`src/rtl/spic_pkg.sv`:
```
package spic_pkg;

    localparam int DW      = 16;
    localparam int HW      = DW / 2;
    localparam int AW      = 3;
    localparam int BAUD_W  = 3;
    localparam int CTRL_W  = 10;
    localparam int IRQ_W   = 3;

    localparam logic [AW-1:0] A_CTRL  = 3'd0;
    localparam logic [AW-1:0] A_IRQEN = 3'd1;
    localparam logic [AW-1:0] A_STAT  = 3'd2;
    localparam logic [AW-1:0] A_DATA  = 3'd3;
    localparam logic [AW-1:0] A_POLY  = 3'd4;
    localparam logic [AW-1:0] A_RXCRC = 3'd5;
    localparam logic [AW-1:0] A_TXCRC = 3'd6;

    localparam logic [DW-1:0] POLY_RST = 16'h0007;

    typedef struct packed {
        logic              ss_oe;     // bit 9
        logic              ss_level;  // bit 8
        logic              ss_soft;   // bit 7
        logic              wide;      // bit 6
        logic              lsb_first; // bit 5
        logic              enable;    // bit 4
        logic              master;    // bit 3
        logic [BAUD_W-1:0] baud;      // bits 2:0
    } ctrl_t;

    typedef struct packed {
        logic txe_ie;  // bit 2
        logic rxne_ie; // bit 1
        logic err_ie;  // bit 0
    } irqen_t;

    typedef struct packed {
        logic busy;    // bit 3
        logic ovr;     // bit 2
        logic txe;     // bit 1
        logic rxne;    // bit 0
    } stat_t;

    // One bit-serial division step; narrow frames use the low half only.
    function automatic logic [DW-1:0] crc_step(input logic [DW-1:0] crc,
                                               input logic [DW-1:0] poly,
                                               input logic          din,
                                               input logic          wide);
        logic          fb;
        logic [DW-1:0] nx;
        fb = (wide ? crc[DW-1] : crc[HW-1]) ^ din;
        nx = {crc[DW-2:0], 1'b0} ^ (fb ? poly : '0);
        if (!wide) nx[DW-1:HW] = '0;
        return nx;
    endfunction

endpackage

```
`src/rtl/spic_sync.sv`:
```
module spic_sync #(
    parameter int           W       = 2,
    parameter int           STAGES  = 2,
    parameter logic [W-1:0] RST_VAL = '0
) (
    input  logic         clk,
    input  logic         rst,
    input  logic [W-1:0] d,
    output logic [W-1:0] q
);
    logic [STAGES-1:0][W-1:0] chain;

    always_ff @(posedge clk) begin
        if (rst) chain <= {STAGES{RST_VAL}};
        else     chain <= {chain[STAGES-2:0], d};
    end

    assign q = chain[STAGES-1];
endmodule

```
`src/rtl/spic_clkdiv.sv`:
```
module spic_clkdiv #(
    parameter int BAUD_W = 3
) (
    input  logic              clk,
    input  logic              rst,
    input  logic              run,
    input  logic [BAUD_W-1:0] baud,
    output logic              sck,
    output logic              rise,
    output logic              fall
);
    localparam int CW = (1 << BAUD_W) - 1;

    logic [CW-1:0] cnt;
    logic [CW:0]   half;
    logic [CW:0]   lim;
    logic          tick;

    assign half = (CW+1)'(1) << baud;
    assign lim  = half - (CW+1)'(1);
    assign tick = run && (cnt == lim[CW-1:0]);
    assign rise = tick && !sck;
    assign fall = tick && sck;

    always_ff @(posedge clk) begin
        if (rst || !run) begin
            cnt <= '0;
            sck <= 1'b0;
        end else if (tick) begin
            cnt <= '0;
            sck <= !sck;
        end else begin
            cnt <= cnt + 1'b1;
        end
    end
endmodule

```
`src/rtl/spic_shifter.sv`:
```
module spic_shifter
    import spic_pkg::*;
#(
    parameter int CNTW = $clog2(DW + 1)
) (
    input  logic            clk,
    input  logic            rst,
    input  logic            abort,
    input  logic            load,
    input  logic [DW-1:0]   load_data,
    input  logic            wide,
    input  logic            lsb_first,
    input  logic            end_on_fall,
    input  logic            rise,
    input  logic            fall,
    input  logic            in_bit,
    output logic            out_bit,
    output logic            active,
    output logic            done,
    output logic [DW-1:0]   rx_word,
    output logic [CNTW-1:0] bit_cnt
);
    logic [DW-1:0]   tx_sr, rx_sr, rx_shift, rx_src;
    logic [CNTW-1:0] nbits;

    assign nbits    = wide ? CNTW'(DW) : CNTW'(HW);
    assign out_bit  = lsb_first ? tx_sr[0] : (wide ? tx_sr[DW-1] : tx_sr[HW-1]);
    assign rx_shift = lsb_first ? {in_bit, rx_sr[DW-1:1]} : {rx_sr[DW-2:0], in_bit};
    assign rx_src   = rise ? rx_shift : rx_sr;
    assign rx_word  = wide ? rx_src :
                      (lsb_first ? {{HW{1'b0}}, rx_src[DW-1:HW]} : {{HW{1'b0}}, rx_src[HW-1:0]});
    assign done     = active && (end_on_fall ? (fall && bit_cnt == nbits)
                                             : (rise && bit_cnt == nbits - 1'b1));

    always_ff @(posedge clk) begin
        if (rst || abort) begin
            active  <= 1'b0;
            bit_cnt <= '0;
            tx_sr   <= '0;
            rx_sr   <= '0;
        end else if (load) begin
            active  <= 1'b1;
            bit_cnt <= '0;
            tx_sr   <= wide ? load_data : {{HW{1'b0}}, load_data[HW-1:0]};
            rx_sr   <= '0;
        end else if (active) begin
            if (rise) begin
                rx_sr   <= rx_shift;
                bit_cnt <= bit_cnt + 1'b1;
            end
            if (fall && bit_cnt != '0 && bit_cnt != nbits)
                tx_sr <= lsb_first ? (tx_sr >> 1) : (tx_sr << 1);
            if (done) active <= 1'b0;
        end
    end
endmodule

```
`src/rtl/spic_crc.sv`:
```
module spic_crc
    import spic_pkg::*;
(
    input  logic          clk,
    input  logic          rst,
    input  logic          clear,
    input  logic          step,
    input  logic          din,
    input  logic          wide,
    input  logic [DW-1:0] poly,
    output logic [DW-1:0] crc
);
    always_ff @(posedge clk) begin
        if (rst || clear) crc <= '0;
        else if (step)    crc <= crc_step(crc, poly, din, wide);
    end
endmodule

```
`src/rtl/spic_ctrl.sv`:
```
module spic_ctrl
    import spic_pkg::*;
(
    input  logic          clk,
    input  logic          rst,
    input  logic          bus_wr,
    input  logic          bus_rd,
    input  logic [AW-1:0] bus_addr,
    input  logic [DW-1:0] bus_wdata,
    output logic [DW-1:0] bus_rdata,
    output logic          irq,
    output logic          sck_o,
    input  logic          sck_i,
    output logic          mosi_o,
    input  logic          mosi_i,
    output logic          miso_o,
    input  logic          miso_i,
    output logic          ss_n_o,
    input  logic          ss_n_i
);
    localparam int CNTW = $clog2(DW + 1);

    ctrl_t         ctrl_q;
    irqen_t        irqen_q;
    stat_t         stat;
    logic [DW-1:0] poly_q, txbuf_q, rxbuf_q;
    logic          rxne_q, txe_q, ovr_q, ovr_armed_q, en_q, ss_n_q;

    logic          en_w, master_w, selected, load, abort, busy, frame_done;
    logic          data_rd, stat_rd, data_wr;
    logic          m_sck, m_rise, m_fall, s_rise, s_fall, rise, fall;
    logic          out_bit, in_bit;
    logic [1:0]    sync_q;
    logic          sck_s, ss_n_s, sck_prev;
    logic [DW-1:0] rx_word;
    logic [CNTW-1:0] bit_cnt;
    logic [DW-1:0] crc_q [2];

    assign en_w     = ctrl_q.enable;
    assign master_w = ctrl_q.master;
    assign data_rd  = bus_rd && bus_addr == A_DATA;
    assign stat_rd  = bus_rd && bus_addr == A_STAT;
    assign data_wr  = bus_wr && bus_addr == A_DATA;

    // Slave-side pin synchronization and edge detection.
    spic_sync #(.W(2), .STAGES(2), .RST_VAL(2'b10)) u_sync (
        .clk(clk), .rst(rst), .d({ss_n_i, sck_i}), .q(sync_q)
    );
    assign sck_s  = sync_q[0];
    assign ss_n_s = sync_q[1];

    always_ff @(posedge clk) begin
        if (rst) sck_prev <= 1'b0;
        else     sck_prev <= sck_s;
    end
    assign s_rise = sck_s && !sck_prev;
    assign s_fall = !sck_s && sck_prev;

    // Master clock generation.
    spic_clkdiv #(.BAUD_W(BAUD_W)) u_div (
        .clk(clk), .rst(rst), .run(en_w && master_w && busy), .baud(ctrl_q.baud),
        .sck(m_sck), .rise(m_rise), .fall(m_fall)
    );

    assign selected = ctrl_q.ss_soft ? !ctrl_q.ss_level : !ss_n_s;
    assign load     = en_w && !busy && (master_w ? !txe_q : selected);
    assign abort    = !en_w || (!master_w && !selected);
    assign rise     = master_w ? m_rise : s_rise;
    assign fall     = master_w ? m_fall : s_fall;
    assign in_bit   = master_w ? miso_i : mosi_i;

    spic_shifter u_shift (
        .clk(clk), .rst(rst), .abort(abort), .load(load), .load_data(txbuf_q),
        .wide(ctrl_q.wide), .lsb_first(ctrl_q.lsb_first), .end_on_fall(master_w),
        .rise(rise), .fall(fall), .in_bit(in_bit), .out_bit(out_bit),
        .active(busy), .done(frame_done), .rx_word(rx_word), .bit_cnt(bit_cnt)
    );

    // CRC accumulators: index 0 follows sent bits, index 1 follows received bits.
    for (genvar g = 0; g < 2; g++) begin : g_crc
        spic_crc u_crc (
            .clk(clk), .rst(rst), .clear(en_w && !en_q), .step(busy && rise),
            .din(g == 0 ? out_bit : in_bit), .wide(ctrl_q.wide), .poly(poly_q),
            .crc(crc_q[g])
        );
    end

    assign sck_o  = m_sck;
    assign mosi_o = en_w && master_w && busy && out_bit;
    assign miso_o = en_w && !master_w && busy && out_bit;
    assign ss_n_o = ss_n_q;

    always_ff @(posedge clk) begin
        if (rst) begin
            ctrl_q      <= '0;
            irqen_q     <= '0;
            poly_q      <= POLY_RST;
            txbuf_q     <= '0;
            rxbuf_q     <= '0;
            rxne_q      <= 1'b0;
            txe_q       <= 1'b1;
            ovr_q       <= 1'b0;
            ovr_armed_q <= 1'b0;
            en_q        <= 1'b0;
            ss_n_q      <= 1'b1;
        end else begin
            en_q   <= en_w;
            ss_n_q <= !(en_w && master_w && ctrl_q.ss_oe && (busy || load));
            if (bus_wr) begin
                case (bus_addr)
                    A_CTRL:  ctrl_q  <= ctrl_t'(bus_wdata[CTRL_W-1:0]);
                    A_IRQEN: irqen_q <= irqen_t'(bus_wdata[IRQ_W-1:0]);
                    A_POLY:  poly_q  <= bus_wdata;
                    A_DATA:  txbuf_q <= bus_wdata;
                    default: ;
                endcase
            end
            if (load)    txe_q <= 1'b1;
            if (data_wr) txe_q <= 1'b0;
            if (stat_rd) ovr_armed_q <= ovr_q;
            if (data_rd) begin
                rxne_q <= 1'b0;
                if (ovr_armed_q) begin
                    ovr_q       <= 1'b0;
                    ovr_armed_q <= 1'b0;
                end
            end
            if (frame_done) begin
                if (rxne_q) begin
                    ovr_q <= 1'b1;
                end else begin
                    rxbuf_q <= rx_word;
                    rxne_q  <= 1'b1;
                end
            end
        end
    end

    assign stat = '{busy: busy, ovr: ovr_q, txe: txe_q, rxne: rxne_q};
    assign irq  = (irqen_q.err_ie && ovr_q) || (irqen_q.rxne_ie && rxne_q) ||
                  (irqen_q.txe_ie && txe_q);

    always_comb begin
        case (bus_addr)
            A_CTRL:  bus_rdata = {{(DW-CTRL_W){1'b0}}, ctrl_q};
            A_IRQEN: bus_rdata = {{(DW-IRQ_W){1'b0}}, irqen_q};
            A_STAT:  bus_rdata = {{(DW-$bits(stat_t)){1'b0}}, stat};
            A_DATA:  bus_rdata = rxbuf_q;
            A_POLY:  bus_rdata = poly_q;
            A_RXCRC: bus_rdata = crc_q[1];
            A_TXCRC: bus_rdata = crc_q[0];
            default: bus_rdata = '0;
        endcase
    end
endmodule

```
`config.mk`:
```
export PLATFORM = sky130hd
export DESIGN_NAME = spic_ctrl
export DESIGN_NICKNAME = d
export VERILOG_FILES = /design/src/rtl/spic_pkg.sv /design/src/rtl/spic_sync.sv /design/src/rtl/spic_clkdiv.sv /design/src/rtl/spic_shifter.sv /design/src/rtl/spic_crc.sv /design/src/rtl/spic_ctrl.sv
export SDC_FILE = /design/constraint.sdc
export NUM_CORES = 1
export LEC_CHECK = 0
export CORE_ASPECT_RATIO = 0.9
export CORE_UTILIZATION = 54
export DETAILED_ROUTE_END_ITERATION = 8
export PLACE_DENSITY_LB_ADDON = 0.1
export RECOVER_POWER = 50
export SETUP_SLACK_MARGIN = 0.4
export SYNTH_ARGS = -nofsm -noshare
export SYNTH_HDL_FRONTEND = slang
export SYNTH_HIERARCHICAL = 1
export SYNTH_SLANG_ARGS = --single-unit
```
`constraint.sdc`:
```
create_clock -name clk -period 3 [get_ports clk]
set_input_delay 0.9 -clock clk [delete_from_list [all_inputs] [get_ports clk]]
set_output_delay 0.9 -clock clk [all_outputs]
set_load 0.01 [all_outputs]
```
* Word level (Yosys, flattened, before mapping)
Cells that the tools add are included.
** Word-level totals
- Input bits :: 27
- Word-level logic and storage cells :: 154
- Register bits after elaboration :: 150
** Operators by class
- Bitwise gates (word level) :: 5
- Add/sub/neg operators :: 4
- Eq/ne operators :: 10
- Reductions and logical operators :: 63
- Shifts and indexed selects :: 1
- Mux-type cells :: 40
** Operators with widths (count)
- 16-bit two-way mux :: 10
- 16-bit one-hot mux with 7 select lines :: 1
- 16-bit XOR :: 2
- 1-bit logical AND :: 29
- 1-bit two-way mux :: 25
- 8-bit two-way mux :: 3
- 2-bit AND reduction :: 7
- 1-bit zero test :: 13
- 5-bit == test :: 2
- 3-bit == test, second input constant :: 3
- 7-bit by 1-bit adder with 7-bit output, second input constant :: 1
- 7-bit == test :: 1
- 1-bit logical OR :: 7
- 1-bit by 3-bit << shifter with 7-bit output, first input constant :: 1
- 7-bit by 1-bit subtractor with 7-bit output, second input constant :: 1
- 3-bit by 2-bit == test with 1-bit output, second input constant :: 2
- 2-bit nonzero test :: 3
- 5-bit by 1-bit adder with 5-bit output, second input constant :: 1
- 5-bit two-way mux :: 1
- 5-bit != test :: 1
- 5-bit nonzero test :: 1
- 5-bit by 1-bit subtractor with 5-bit output, second input constant :: 1
- 2-bit OR reduction :: 2
- 3-bit by 1-bit == test with 1-bit output, second input constant :: 1
- 3 further kinds :: 4

* Longest topological paths before layout
Gate-level depths: netlist of the first run.
- Depth after elaboration :: 12
- Gate-level depth with buffers :: 17
- Gate-level depth less buffers :: 14

* By module
Netlist of the first run, hierarchy kept.
** By module, submodules not included
- spic_ctrl :: cells an instance 409, instances 1, area an instance 3293.2 µm²
- spic_shifter :: cells an instance 312, instances 1, area an instance 2529.9 µm²
- spic_crc :: cells an instance 107, instances 2, area an instance 935.9 µm²
- spic_clkdiv :: cells an instance 60, instances 1, area an instance 528.0 µm²
- spic_sync :: cells an instance 10, instances 1, area an instance 120.1 µm²

* Worst setup path after synthesis of the first run
Ideal clock, no wire load.
- Kind :: flip-flop to flip-flop
- From :: register ctrl_q (netlist bit master_w)
- To :: register rxbuf_q[11]
- Arrival :: 2.920 ns
- Stages on the path, launching flop included :: 18
- Library setup time :: 0.070 ns
- Data required time :: 2.930 ns
- Path buffers :: 4
- Path slack :: 0.010 ns
- Cells stage by stage :: dfxtp_1 > clkbuf_1 > and3_1 > nand2b_1 > mux2i_1 > o221ai_1 > nor3_2 > a22o_1 > buf_2 > nand4b_1 > a211oi_1 > nor3_1 > nor2b_1 > nor2b_1 > buf_2 > clkbuf_1 > nand2_1 > a21oi_1
** Between the ends
- Word-level cells in the longest chain between the ends :: 9
** RTL lines
- from (decl) :: RTL line spic_ctrl.sv:23 : ctrl_t ctrl_q;
- from (signal assigned) :: RTL line spic_ctrl.sv:111 : A_CTRL: ctrl_q <= ctrl_t'(bus_wdata[CTRL_W-1:0]);
- 1-bit logical AND (2 in a row) :: RTL line spic_ctrl.sv:61 : .clk(clk), .rst(rst), .run(en_w && master_w && busy), .baud(ctrl_q.baud),
- 1-bit logical AND :: RTL line spic_clkdiv.sv:21 : assign tick = run && (cnt == lim[CW-1:0]);
- 1-bit logical AND :: RTL line spic_clkdiv.sv:22 : assign rise = tick && !sck;
- net m_rise :: RTL line spic_ctrl.sv:31 : logic m_sck, m_rise, m_fall, s_rise, s_fall, rise, fall;
- 1-bit two-way mux :: RTL line spic_ctrl.sv:68 : assign rise = master_w ? m_rise : s_rise;
- net rise :: RTL line spic_ctrl.sv:31
- 1-bit logical AND :: RTL line spic_shifter.sv:33 : : (rise && bit_cnt == nbits - 1'b1));
- 1-bit two-way mux :: RTL line spic_shifter.sv:32 : assign done = active && (end_on_fall ? (fall && bit_cnt == nbits)
- 1-bit logical AND :: RTL line spic_shifter.sv:32
- net frame_done :: RTL line spic_ctrl.sv:29 : logic en_w, master_w, selected, load, abort, busy, frame_done;
- 2-bit AND reduction (no source line)
- to (signal assigned) :: RTL line spic_ctrl.sv:132 : rxbuf_q <= rx_word;
- to (decl) :: RTL line spic_ctrl.sv:26 : logic [DW-1:0] poly_q, txbuf_q, rxbuf_q;
The timed path passes the listed nets, and every way through them passes these cells.
A chain may end at the register's enable or synchronous reset.

* Worst setup path in the final report of the first run
- From :: register ctrl_q[2] (netlist bit)
- To :: register u_shift.tx_sr[12]
** Between the ends
- Word-level cells in the longest chain between the ends :: 10
** RTL lines
- 1-bit by 3-bit << shifter with 7-bit output :: RTL line spic_clkdiv.sv:19 : assign half = (CW+1)'(1) << baud;
- 7-bit by 1-bit subtractor with 7-bit output :: RTL line spic_clkdiv.sv:20 : assign lim = half - (CW+1)'(1);
- 7-bit == test :: RTL line spic_clkdiv.sv:21
- 1-bit logical AND :: RTL line spic_clkdiv.sv:21
- 1-bit logical AND :: RTL line spic_clkdiv.sv:23 : assign fall = tick && sck;
- net m_fall :: RTL line spic_ctrl.sv:31
- 1-bit two-way mux :: RTL line spic_ctrl.sv:69 : assign fall = master_w ? m_fall : s_fall;
- net fall :: RTL line spic_ctrl.sv:31
- 1-bit logical AND (2 in a row) :: RTL line spic_shifter.sv:51 : if (fall && bit_cnt != '0 && bit_cnt != nbits)
- 2-bit nonzero test (no source line)
- 2-bit AND reduction (no source line)
- to (signal assigned) :: RTL line spic_shifter.sv:44 : tx_sr <= wide ? load_data : {{HW{1'b0}}, load_data[HW-1:0]};
- to (signal assigned) :: RTL line spic_shifter.sv:52 : tx_sr <= lsb_first ? (tx_sr >> 1) : (tx_sr << 1);
- to (decl) :: RTL line spic_shifter.sv:23 : logic [DW-1:0] tx_sr, rx_sr, rx_shift, rx_src;
The timed path passes the listed nets, and every way through them passes these cells.

==> impl_metrics.py, run 1 <==
metrics = {
    "outcome": {
        "status": "complete, no violations",
    },
    "worst_setup_path": {
        "worstSetupPathType": "flop to flop",
        "crit_path_start_kind": "flop",
        "end_kind": "flop",
        "crit_path_max_fanout": 7,
        "cp.arrival_ns": 3.21,
        "rr_startpoint": "ctrl_q[2]$_SDFFE_PP0P_",
        "crit_required_ns": 3.36,
        "reg2reg_depth": 15,
        "cp-startpoint": "ctrl_q[2]$_SDFFE_PP0P_",
    },
    "global_routing": {
        "grt_pass1_vias": 7087,
        "grt_antenna_before_repair": 0,
        "grt_pass1_wl_um": 37900,
        "grt_max_degree": 47,
        "track_usage_pct": 30.8,
        "grt_remaining_overflow": 0,
    },
    "clock_network": {
        "ctsHoldBuffers": 0,
        "clock-root-buffer": "clkbuf_16",
        "cts.sinks": 150,
        "cts_buffers": 17,
        "cts.path.max_buffers": 2,
        "cts_tree": "built",
        "htree_levels": 4,
        "clk_latency_ns": 0.43,
        "cts.clk_slew.worst_paths_ns": 0.07,
    },
    "power_and_ir_drop": {
        "power_frac_clock_pct": 46.6,
        "ir_drop_uv": 450,
        "switching_share_pct": 24.9,
        "power_frac_seq_pct": 45.5,
        "power_frac_comb_pct": 7.9,
        "internal-power_uw": 3340,
        "powerDensity_nw_per_um2": 427,
        "leakage_uw": 0.00386,
        "p_switching_uw": 1110,
    },
    "timing": {
        "final_max_slew_viol_count": 0,
        "min_period_over_period_pct": 95.1,
        "fin_worst_skew_ns": 0.00876,
        "relSlewSlack_pct": 22.0,
        "worst_slew_pin_slew_ns": 1.17,
        "final-setup-viol-count": 0,
        "fmax_mhz": 351,
        "rsz0062_at_grt": "true",
        "fin_crit_ns": 2.85,
        "final_hold_viol_count": 0,
        "worst_hold_slack_ns": 0.413,
        "fin_ws_ns": 0.147,
    },
    "routing": {
        "drt_first_iter_violations": 800,
        "ant_nets": 0,
        "viasPerCell": 6.04,
        "drc": 0,
        "num_vias": 7830,
        "drt_first_pass_iters": 8,
        "wire_per_inst_um": 19.0,
        "wirelength_um": 24600,
    },
    "die": {
        "dieHeight_um": 120,
        "dieArea_um2": 16000,
        "pin_count": 48,
        "core_area_um2": 14900,
        "fp.dieW_um": 133,
        "fp-row-count": 42,
        "start_util_pct": 55.9,
    },
    "job": {
        "maxCapViolCount": 0,
    },
    "yosys": {
        "syn-cell-area_um2": 8340,
        "ys_seq_elements": 150,
        "yosysWarnings": 6,
        "async_flop_share_pct": 0,
        "synthCells": 1005,
        "netlist-cell-type-count": 71,
        "seq_area_frac_synth_pct": 36.0,
        "synth.area.mux_share_pct": 12.6,
        "synth-adder-area-share_pct": 0.450,
        "synth_compound_area_share_pct": 19.3,
        "synth_edf_count": 0,
        "postSynthAreaPerCell_um2": 8.30,
        "synth-xor-area-share_pct": 1.54,
        "synth_fp_nets": 1035,
        "synth_top_family_by_area": "simple AND/OR/NAND/NOR gates",
        "synth_ff_type": "dfxtp_1",
        "synth-simple-area-share_pct": 23.6,
    },
    "place": {
        "placedCellCount": 1235,
        "place_ws_ns": -0.743,
        "gp_congestion": 0.905,
        "hpwl_um": 16400,
        "portBuffers": 47,
    },
    "finish": {
        "drive_above_1_share_pct": 21.9,
        "post-route-util_pct": 69.8,
        "syn_to_final_growth_pct": 24.8,
        "diodes": 0,
        "fin_cells": 1296,
        "fin_nets": 1115,
    },
    "worst_hold_path": {
        "hold_class": "flop to flop",
        "min-delay-start": "u_sync/chain[1]$_SDFF_PP1_",
        "min_path_cells": 1,
    },
}
cells by family after synthesis:
| kind of cell | Yosys count |
|---|---|
| AOI/OAI and AO/OA | 237 |
| and+or+nand+nor | 395 |
| buffers and inverters | 105 |
| muxes | 102 |
| xor gates and xnor gates | 13 |
| adders and majority gates | 3 |
| DFF | 150 |
registers in the layout, indices dropped and copies added, names as in the netlist:
register	count
g_crc.u_crc/crc	32
poly_q	16
rxbuf_q	16
txbuf_q	16
u_shift/rx_sr	16
u_shift/tx_sr	16
ctrl_q	8
u_div/cnt	7
u_shift/bit_cnt	5
irqen_q	3
u_sync/chain	2
u_sync/q	2
en_q	1
en_w	1
master_w	1
ovr_armed_q	1
ovr_q	1
rxne_q	1
sck_prev	1
ss_n_o	1
txe_q	1
u_div/sck	1
u_shift/active	1
final cells by class:
type                    count  area (um^2)
multi-input cells         750         5190
fillers                  1208         4510
flip-flops and latches    150         3020
repair buffers            140         1290
clock buffers              20          447
well taps                 198          248
clock inverters            12          120
inverters                  26         97.6
cells in the final DEF (no fill, tap or decap), types with 21 or more instances in the layout:
cell,count
a211oi_1,23
inv_1,26
nand3b_1,23
buf_6,25
buf_4,56
dfxtp_1,141
nand2_1,197
clkdlybuf4s50_1,21
a21oi_1,59
o21ai_0,39
mux2i_1,93
nor2_1,39
path summary, 6_finish.rpt:
check | slack (ns) | to
worst min register to register | 0.41 | u_sync/q[1]$_SDFF_PP1_
worst min-delay path | 0.41 | u_sync/q[1]$_SDFF_PP1_
worst max-delay path | 0.15 | u_shift/tx_sr[12]$_SDFFE_PP0P_
worst max register to register | 0.15 | u_shift/tx_sr[12]$_SDFFE_PP0P_
stage by stage:
stage          power [uW]  cell area, um^2  TNS [ns]
3_3_place_gp         2370             9190    -11.11
4_1_cts              4450            10100         0
5_1_grt              4580            10400         0
3_5_place_dp         2370             9190    -11.65
2_1_floorplan        2240             8470         0
6_report             4450            10400         0
critical path: stages, from the launching register on:
cell and delay [ns]:
dfxtp_4 0.34, buf_6 0.13, and3_4 0.15, and3_4 0.18, o32ai_4 0.27, nor3_2 0.09
nand2_1 0.10, o21ai_2 0.07, buf_4 0.13, buf_6 0.10, buf_6 0.11, nand2_4 0.06
a41oi_4 0.05, nor2_1 0.30, clkbuf_1 0.46, mux2i_1 0.24
metal layers:
metal	track usage [%]	routed length [um]
met4	10.4	433
met1	43.3	11400
met5	0	0
met2	46.9	11000
met3	6.00	1730
cell usage after synthesis (all sizes together) (4+ instances only):
cell | n | area share [%]
nor2b | 19 | 1.4
and3 | 5 | 0.49
nand3b | 23 | 2.1
a22o | 11 | 1.2
a221oi | 6 | 0.63
and2 | 19 | 1.4
nand4b | 5 | 0.60
xnor2 | 8 | 1.0
mux2i | 95 | 11
a32oi | 16 | 1.7
nor2 | 41 | 1.9
or3 | 5 | 0.37
nand2b | 4 | 0.30
or2 | 11 | 0.82
dfxtp | 150 | 36
nand2 | 208 | 9.4
clkbuf | 33 | 1.5
and4bb | 4 | 0.60
o21ai | 51 | 3.1
nand3 | 9 | 0.54
inv | 26 | 1.2
a211oi | 26 | 2.3
buf | 46 | 3.8
a31oi | 25 | 1.9
mux2 | 5 | 0.67
a21bo | 14 | 1.7
nor3 | 24 | 1.5
xor2 | 5 | 0.52
o211a | 9 | 1.1
a21oi | 66 | 4.0
timing repair:
| action | in CTS | in global routing |
|---|---|---|
| setup endpoints to repair | 88 | 104 |
| gates resized for setup | 169 | 53 |
| pin swaps | 17 | 38 |
| gates cloned | 3 | 2 |
| buffers inserted | 12 | 12 |
| endpoints found under the hold margin | 0 | 0 |
power groups by stage:
stage	sequential, uW	clock, uW	combinational (uW)
finish	2020	2070	351
global route	2030	2180	371
CTS	2020	2100	326
detailed placement	2070	0	297
global placement	2070	0	295
floorplan	2060	0	178
(Power assumes the default switching activity.)
==> run 2: changes to the inputs <==
CTS_CLUSTER_SIZE = 25   (was unset)
==> results of run 2 <==
Final layout, timing and power as in run 1 (identical DEF).
